--- src/rtl/walk2_pkg.sv ---
package walk2_pkg;
   typedef enum logic [2:0] {
      W_IDLE, W_RD1, W_WT1, W_RD2, W_WT2, W_DONE, W_FLT
   } walk_st_t;

   typedef enum logic [1:0] {
      C_NONE = 2'd0,
      C_LEN  = 2'd1,
      C_L1   = 2'd2,
      C_L2   = 2'd3
   } walk_cause_t;

   localparam int PTE_V_BIT = 0;
   localparam int PTE_L_BIT = 1;
endpackage

--- src/rtl/walk2_split.sv ---
// Cuts a captured virtual address into its index and offset fields and
// compares the outer index with the captured length bound.
module walk2_split #(
   parameter int VA_W  = 32,
   parameter int IDX_W = 10,
   parameter int OFF_W = 12,
   localparam int LOFF_W = IDX_W + OFF_W
) (
   input  logic [VA_W-1:0]   va,
   input  logic [IDX_W:0]    len,
   output logic [IDX_W-1:0]  o_idx,
   output logic [IDX_W-1:0]  i_idx,
   output logic [OFF_W-1:0]  off,
   output logic [LOFF_W-1:0] big_off,
   output logic              len_bad
);
   assign o_idx   = va[VA_W-1 -: IDX_W];
   assign i_idx   = va[OFF_W +: IDX_W];
   assign off     = va[OFF_W-1:0];
   assign big_off = va[LOFF_W-1:0];
   assign len_bad = {1'b0, o_idx} >= len;
endmodule

--- src/rtl/walk2_ctl.sv ---
// Walk sequencer: one read at a time, fault cause kept until the result.
module walk2_ctl
   import walk2_pkg::*;
#(
   parameter bit LARGE_EN = 1'b1
) (
   input  logic       clk,
   input  logic       rst_n,
   input  logic       req_valid,
   input  logic       len_bad,
   input  logic       mem_rvalid,
   input  logic       pte_valid,
   input  logic       pte_large,
   output logic       req_ready,
   output logic       accept,
   output logic       mem_req,
   output logic       sel_inner,
   output logic       ld_l1,
   output logic       ld_small,
   output logic       ld_big,
   output logic       res_valid,
   output logic       res_fault,
   output logic [1:0] res_cause
);
   walk_st_t    st_q, st_d;
   walk_cause_t cause_q, cause_d;

   assign req_ready = (st_q == W_IDLE);
   assign accept    = req_ready && req_valid;
   assign mem_req   = ((st_q == W_RD1) && !len_bad) || (st_q == W_RD2);
   assign sel_inner = (st_q == W_RD2);
   assign res_valid = (st_q == W_DONE) || (st_q == W_FLT);
   assign res_fault = (st_q == W_FLT);
   assign res_cause = res_fault ? cause_q : C_NONE;

   always_comb begin
      st_d     = st_q;
      cause_d  = cause_q;
      ld_l1    = 1'b0;
      ld_small = 1'b0;
      ld_big   = 1'b0;
      case (st_q)
         W_IDLE: begin
            if (accept) begin
               st_d    = W_RD1;
               cause_d = C_NONE;
            end
         end
         W_RD1: begin
            if (len_bad) begin
               st_d    = W_FLT;
               cause_d = C_LEN;
            end else begin
               st_d = W_WT1;
            end
         end
         W_WT1: begin
            if (mem_rvalid) begin
               if (!pte_valid) begin
                  st_d    = W_FLT;
                  cause_d = C_L1;
               end else if (LARGE_EN && pte_large) begin
                  st_d   = W_DONE;
                  ld_big = 1'b1;
               end else begin
                  st_d  = W_RD2;
                  ld_l1 = 1'b1;
               end
            end
         end
         W_RD2: st_d = W_WT2;
         W_WT2: begin
            if (mem_rvalid) begin
               if (!pte_valid) begin
                  st_d    = W_FLT;
                  cause_d = C_L2;
               end else begin
                  st_d     = W_DONE;
                  ld_small = 1'b1;
               end
            end
         end
         W_DONE:  st_d = W_IDLE;
         W_FLT:   st_d = W_IDLE;
         default: st_d = W_IDLE;
      endcase
   end

   always_ff @(posedge clk) begin
      if (!rst_n) begin
         st_q    <= W_IDLE;
         cause_q <= C_NONE;
      end else begin
         st_q    <= st_d;
         cause_q <= cause_d;
      end
   end
endmodule

--- src/rtl/walk2_path.sv ---
// Request snapshot, outer-entry frame, read address mux and result address.
module walk2_path #(
   parameter int  VA_W     = 32,
   parameter int  PA_W     = 32,
   parameter int  PTE_W    = 32,
   parameter int  IDX_W    = 10,
   parameter int  OFF_W    = 12,
   parameter bit  LARGE_EN = 1'b1,
   localparam int FRM_W  = PA_W - OFF_W,
   localparam int LOFF_W = IDX_W + OFF_W,
   localparam int LFRM_W = PA_W - LOFF_W,
   localparam int ESZ_W  = OFF_W - IDX_W
) (
   input  logic              clk,
   input  logic              rst_n,
   input  logic              accept,
   input  logic [VA_W-1:0]   req_va,
   input  logic [FRM_W-1:0]  tbl_base,
   input  logic [IDX_W:0]    tbl_len,
   input  logic              ld_l1,
   input  logic              ld_small,
   input  logic              ld_big,
   input  logic              sel_inner,
   input  logic [PTE_W-1:0]  rdata,
   input  logic [IDX_W-1:0]  o_idx,
   input  logic [IDX_W-1:0]  i_idx,
   input  logic [OFF_W-1:0]  off,
   input  logic [LOFF_W-1:0] big_off,
   output logic [VA_W-1:0]   va_q,
   output logic [IDX_W:0]    len_q,
   output logic [PA_W-1:0]   mem_addr,
   output logic [PA_W-1:0]   res_pa
);
   logic [FRM_W-1:0] base_q;
   logic [FRM_W-1:0] l1frm_q;
   logic [PA_W-1:0]  pa_q;
   logic [PA_W-1:0]  small_pa;
   logic [PA_W-1:0]  big_pa;
   logic             unused_pte;

   assign unused_pte = ^rdata;
   assign small_pa   = {rdata[PTE_W-1 -: FRM_W], off};

   generate
      if (LARGE_EN) begin : g_big
         assign big_pa = {rdata[PTE_W-1 -: LFRM_W], big_off};
      end else begin : g_nobig
         logic unused_big;
         assign unused_big = ^big_off;
         assign big_pa     = '0;
      end
   endgenerate

   assign mem_addr = sel_inner ? {l1frm_q, i_idx, {ESZ_W{1'b0}}}
                               : {base_q,  o_idx, {ESZ_W{1'b0}}};
   assign res_pa   = pa_q;

   always_ff @(posedge clk) begin
      if (!rst_n) begin
         va_q    <= '0;
         len_q   <= '0;
         base_q  <= '0;
         l1frm_q <= '0;
         pa_q    <= '0;
      end else begin
         if (accept) begin
            va_q   <= req_va;
            len_q  <= tbl_len;
            base_q <= tbl_base;
         end
         if (ld_l1)    l1frm_q <= rdata[PTE_W-1 -: FRM_W];
         if (ld_small) pa_q    <= small_pa;
         if (ld_big)   pa_q    <= big_pa;
      end
   end
endmodule

--- src/rtl/walk2_top.sv ---
module walk2_top
   import walk2_pkg::*;
#(
   parameter int VA_W     = 32,
   parameter int PA_W     = 32,
   parameter int PTE_W    = 32,
   parameter int IDX_W    = 10,
   parameter int OFF_W    = 12,
   parameter bit LARGE_EN = 1'b1
) (
   input  logic                  clk,
   input  logic                  rst_n,
   input  logic                  req_valid,
   input  logic [VA_W-1:0]       req_va,
   output logic                  req_ready,
   input  logic [PA_W-OFF_W-1:0] tbl_base,
   input  logic [IDX_W:0]        tbl_len,
   output logic                  mem_req,
   output logic [PA_W-1:0]       mem_addr,
   input  logic                  mem_rvalid,
   input  logic [PTE_W-1:0]      mem_rdata,
   output logic                  res_valid,
   output logic [PA_W-1:0]       res_pa,
   output logic                  res_fault,
   output logic [1:0]            res_cause
);
   localparam int FRM_W  = PA_W - OFF_W;
   localparam int LOFF_W = IDX_W + OFF_W;

   generate
      if (VA_W != 2 * IDX_W + OFF_W) begin : g_bad_split
         $error("walk2_top: VA_W must equal two index fields plus the offset");
      end
      if (OFF_W != IDX_W + 2) begin : g_bad_table
         $error("walk2_top: a table of 4-byte entries must fill one page");
      end
      if (PTE_W < FRM_W + 2) begin : g_bad_pte
         $error("walk2_top: entry too narrow for frame and flag bits");
      end
      if (PA_W <= LOFF_W) begin : g_bad_pa
         $error("walk2_top: physical address narrower than a large page");
      end
   endgenerate

   logic [VA_W-1:0]   va_q;
   logic [IDX_W:0]    len_q;
   logic [IDX_W-1:0]  o_idx, i_idx;
   logic [OFF_W-1:0]  off;
   logic [LOFF_W-1:0] big_off;
   logic              len_bad;
   logic              accept, sel_inner, ld_l1, ld_small, ld_big;

   walk2_split #(.VA_W(VA_W), .IDX_W(IDX_W), .OFF_W(OFF_W)) u_split (
      .va(va_q), .len(len_q), .o_idx(o_idx), .i_idx(i_idx),
      .off(off), .big_off(big_off), .len_bad(len_bad)
   );

   walk2_ctl #(.LARGE_EN(LARGE_EN)) u_ctl (
      .clk(clk), .rst_n(rst_n), .req_valid(req_valid), .len_bad(len_bad),
      .mem_rvalid(mem_rvalid),
      .pte_valid(mem_rdata[PTE_V_BIT]), .pte_large(mem_rdata[PTE_L_BIT]),
      .req_ready(req_ready), .accept(accept), .mem_req(mem_req),
      .sel_inner(sel_inner), .ld_l1(ld_l1), .ld_small(ld_small),
      .ld_big(ld_big), .res_valid(res_valid), .res_fault(res_fault),
      .res_cause(res_cause)
   );

   walk2_path #(
      .VA_W(VA_W), .PA_W(PA_W), .PTE_W(PTE_W), .IDX_W(IDX_W),
      .OFF_W(OFF_W), .LARGE_EN(LARGE_EN)
   ) u_path (
      .clk(clk), .rst_n(rst_n), .accept(accept), .req_va(req_va),
      .tbl_base(tbl_base), .tbl_len(tbl_len), .ld_l1(ld_l1),
      .ld_small(ld_small), .ld_big(ld_big), .sel_inner(sel_inner),
      .rdata(mem_rdata), .o_idx(o_idx), .i_idx(i_idx), .off(off),
      .big_off(big_off), .va_q(va_q), .len_q(len_q),
      .mem_addr(mem_addr), .res_pa(res_pa)
   );
endmodule

--- config.mk ---
export PLATFORM = sky130hd
export DESIGN_NAME = walk2_top
export DESIGN_NICKNAME = d
export VERILOG_FILES = /design/src/rtl/walk2_pkg.sv /design/src/rtl/walk2_split.sv /design/src/rtl/walk2_ctl.sv /design/src/rtl/walk2_path.sv /design/src/rtl/walk2_top.sv
export SDC_FILE = /design/constraint.sdc
export NUM_CORES = 1
export LEC_CHECK = 0
export BUFFER_PORTS_ARGS = -buffer_cell sky130_fd_sc_hd__buf_4
export CORE_ASPECT_RATIO = 0.5
export CORE_MARGIN = 1
export CORE_UTILIZATION = 50
export DETAILED_ROUTE_END_ITERATION = 8
export PLACE_DENSITY = 0.78
export SYNTH_ARGS = -nofsm -noshare
export SYNTH_HDL_FRONTEND = slang
export SYNTH_SLANG_ARGS = --single-unit
--- constraint.sdc ---
create_clock -name clk -period 2.3 [get_ports clk]
set_input_delay 0.46 -clock clk [delete_from_list [all_inputs] [get_ports clk]]
set_output_delay 0.46 -clock clk [all_outputs]
set_load 0.01 [all_outputs]
==> run summary <==
dominant cells by area after synthesis -> dfxtp_1 (44%), nand2_1 (16%), a21boi_1 (14%)
P_leak -> 3.32 nW
CTS Sinks -> 120
top cell type's share of synthesized area -> 0.443
# IOs -> 169
Vias/cell -> 5.14
worst slack, placed -> 0.142 ns
first-pass iteration count of the detailed router -> 5
Post-synth EDFFs -> 0
synth unique cells -> 47
max_cap viols -> 0
status -> finished with violations
worst r2r path cells -> 8
Mapped Cells -> 635
Worst path depth -> 6
dominant synthesized flop cell -> dfxtp_1
CTS tree -> yes
clock latency on the worst-skew pair -> 0.41 ns
Filler cells -> 797
Synth-to-Final Area Change -> 38.4%
number of global-route vias before repair -> 4566
Peak VDD IR -> 505 uV
number of antenna diodes -> 0
die width -> 149 um
r2r endpoint -> u_ctl.cause_q[0]
CP required -> 1.84 ns
Async SR Flop Fraction -> 0
initial antenna violation count -> 0
Fin Clk Skew -> 0.00765 ns
CP Capture Type -> output port
most frequent cells in the layout -> nand2_1 (228), buf_4 (176), dfxtp_1 (109), a21boi_1 (103), mux2_1 (29)
first-pass GRT wire length -> 21900 um
commonest non-fill, non-tap cell in the layout -> nand2_1
Buf+Inv Stages, Crit Path -> 1
cells along the critical path -> ha_4, nand4_1, or3_4, nand3_2, o21ai_2, buf_4
min cycle time layout -> 2.35 ns
fmax -> 426 MHz
hold buffers post-CTS -> 0
Avg Inst Size Synth -> 8.53 um2
Starting Density -> 0.522
endpoints failing hold -> 0
via count -> 4838
Total Power -> 0.00837 W
power density cells -> 1120 nW/um2
area of the multi-input gates -> 2840 um2
Max stage delay on crit path -> 0.41 ns
flops & latches, synth -> 120
CTS Buffer Depth -> 2
layout cells sized above 1 -> 0.312
Final period util -> 1.02
Slew HR -> 0.617
slowest CP cell -> or3_4
core area -> 10400 um2
DR WL/cell -> 14.9 um
RSZ-0062 raised after global routing -> yes
chip height -> 75.6 um
CP arrival -> 1.89 ns
Finished Layout Cells -> 942
Root Driver -> clkbuf_16
IO Port Bufs -> 156
gr usage total -> 0.254
r2r setup slk -> 0.46 ns
register area share after synthesis -> 0.443
CP Launch Point -> u_path.va_q[26]
Yosys top cell by area -> dfxtp_1
CTS H-tree lvls -> 4
Hold Crit Class -> input pin to register
Routed Antenna Nets -> 0
DRC Markers -> 0
R2R Path Start -> u_path.len_q[9]
DIE AREA -> 11300 um2
worst setup slack after layout -> -0.0468 ns
Yosys warnings -> 0
NumNets Final -> 898
CTS clk-pin slew, worst paths -> 0.06 ns
total gr overflow -> 0
Tightest Pin Transition -> 0.574 ns
cell family with most CP delay -> simple AND/OR/NAND/NOR gates
CP Launch Type -> register
detailed placement HPWL -> 9450 um
clock buffer count from CTS -> 17
Detailed Route Iter0 Violations -> 250
hold slack -> 0.282 ns
final setup vio count -> 1
Setup crit end -> mem_req
Placed Cells -> 903
WL final -> 14000 um
Setup CP Type -> register to output port
largest net degree at the start of global routing -> 62
Syn Std Cell Area -> 5420 um2
Reg area -> 2420 um2
failing checks -> negative setup slack
FP Rows -> 26
Pins Over Slew Limit -> 0
GPL Wtd Cong -> 0.818
Crit Path Max Fanout -> 3
==> flip-flops by register name, summed over array words and instances (netlist names) <==
name            count
u_path.res_pa      32
u_ctl.cause_q       2
u_path.va_q        32
u_ctl.st_q          3
u_path.len_q       11
u_path.base_q      20
u_path.l1frm_q     20
==> routing by layer <==
metal,vias up,track usage,share of wire
li1,2424,-,-
met1,2255,0.317,0.46
met2,141,0.437,0.48
met3,18,0.0659,0.053
met4,0,0.0862,0.010
met5,-,0,0
==> power breakdown <==
part | internal, W | total, W | switching [W] | leakage, nW
Combinational | 0.00134 | 0.00294 | 0.00161 | 2.03
Sequential | 0.00245 | 0.00269 | 0.000237 | 0.981
Clock | 0.00178 | 0.00274 | 0.000955 | 0.302
==> through the flow <==
stage                     TNS, ns   util  area [um2]
after CTS                  -0.121  0.716        7430
final                     -0.0468  0.723        7500
after detailed placement        0  0.646        6700
after floorplan                 0      -        5420
after global placement          0  0.646        6700
after global routing       -0.119  0.723        7500
==> worst min-delay path by stage <==
stage / start / end / slack, ns / cells past startpoint
6_report: tbl_len[6] / u_path.len_q[6] / 0.28 / 3
5_1_grt: tbl_len[4] / u_path.len_q[4] / 0.28 / 3
4_1_cts: tbl_len[9] / u_path.len_q[9] / 0.27 / 3
3_5_place_dp: u_path.l1frm_q[4] / u_path.l1frm_q[4] / 0.44 / 2
3_3_place_gp: u_path.va_q[4] / u_path.res_pa[4] / 0.44 / 2
2_1_floorplan: u_path.l1frm_q[0] / u_path.l1frm_q[0] / 0.43 / 2
==> final cells by class <==
| type | instances | area share |
|---|---|---|
| Multi-Input combinational cell | 457 | 0.379 |
| Sequential cell | 120 | 0.322 |
| Timing Repair Buffer | 181 | 0.187 |
| Clock buffer | 20 | 0.0622 |
| Tap cell | 140 | 0.0234 |
| Clock inverter | 12 | 0.0197 |
| Inverter | 12 | 0.00601 |
==> worst reg2reg max path, cell delays in order (launching register included) <==
cell and delay, ns:
dfxtp_2 0.32, inv_1 0.04, ha_1 0.28, nor2_1 0.04, o31a_1 0.31, buf_4 0.16
a311oi_2 0.26, o21ai_1 0.16, mux2i_1 0.14
==> synthesized netlist by cell type (2+ instances only) <==
cell type and count:
and3_1 2, and2_1 2, nand3_1 2, ha_1 10, buf_4 6, a21boi_1 103
inv_1 12, a21oi_1 9, buf_6 3, nand3b_1 2, nand2_1 231, a21boi_0 2
a211oi_1 2, dfxtp_1 120, o21ai_1 3, buf_2 15, nor2_1 6, o21ai_0 2
o211a_1 10, clkbuf_1 23, nor3_1 2, mux2_1 30, mux2i_1 14
==> kinds of logic (layout without fill, tap and decap cells) <==
group / count (synthesis) / count (layout) / share of synthesized area
buffers and inverters: 59 / 225 / 0.0526
adder cells (fa/ha/maj): 11 / 11 / 0.0249
XOR/XNOR: 2 / 2 / 0.00323
AND/OR/NAND/NOR: 258 / 258 / 0.193
AO/OA/AOI/OAI: 140 / 140 / 0.194
multiplexers: 44 / 44 / 0.0882
flip-flops: 120 / 120 / 0.443
other: 1 / 2 / 0.000692
==> what timing repair did <==
action / 4_1_cts / 5_1_grt
setup buffers: 5 / 2
endpoints found under the setup margin: 27 / 27
pin swaps: 9 / 6
resized for setup: 21 / 16
Note: power is estimated with default switching activity, not from simulation.
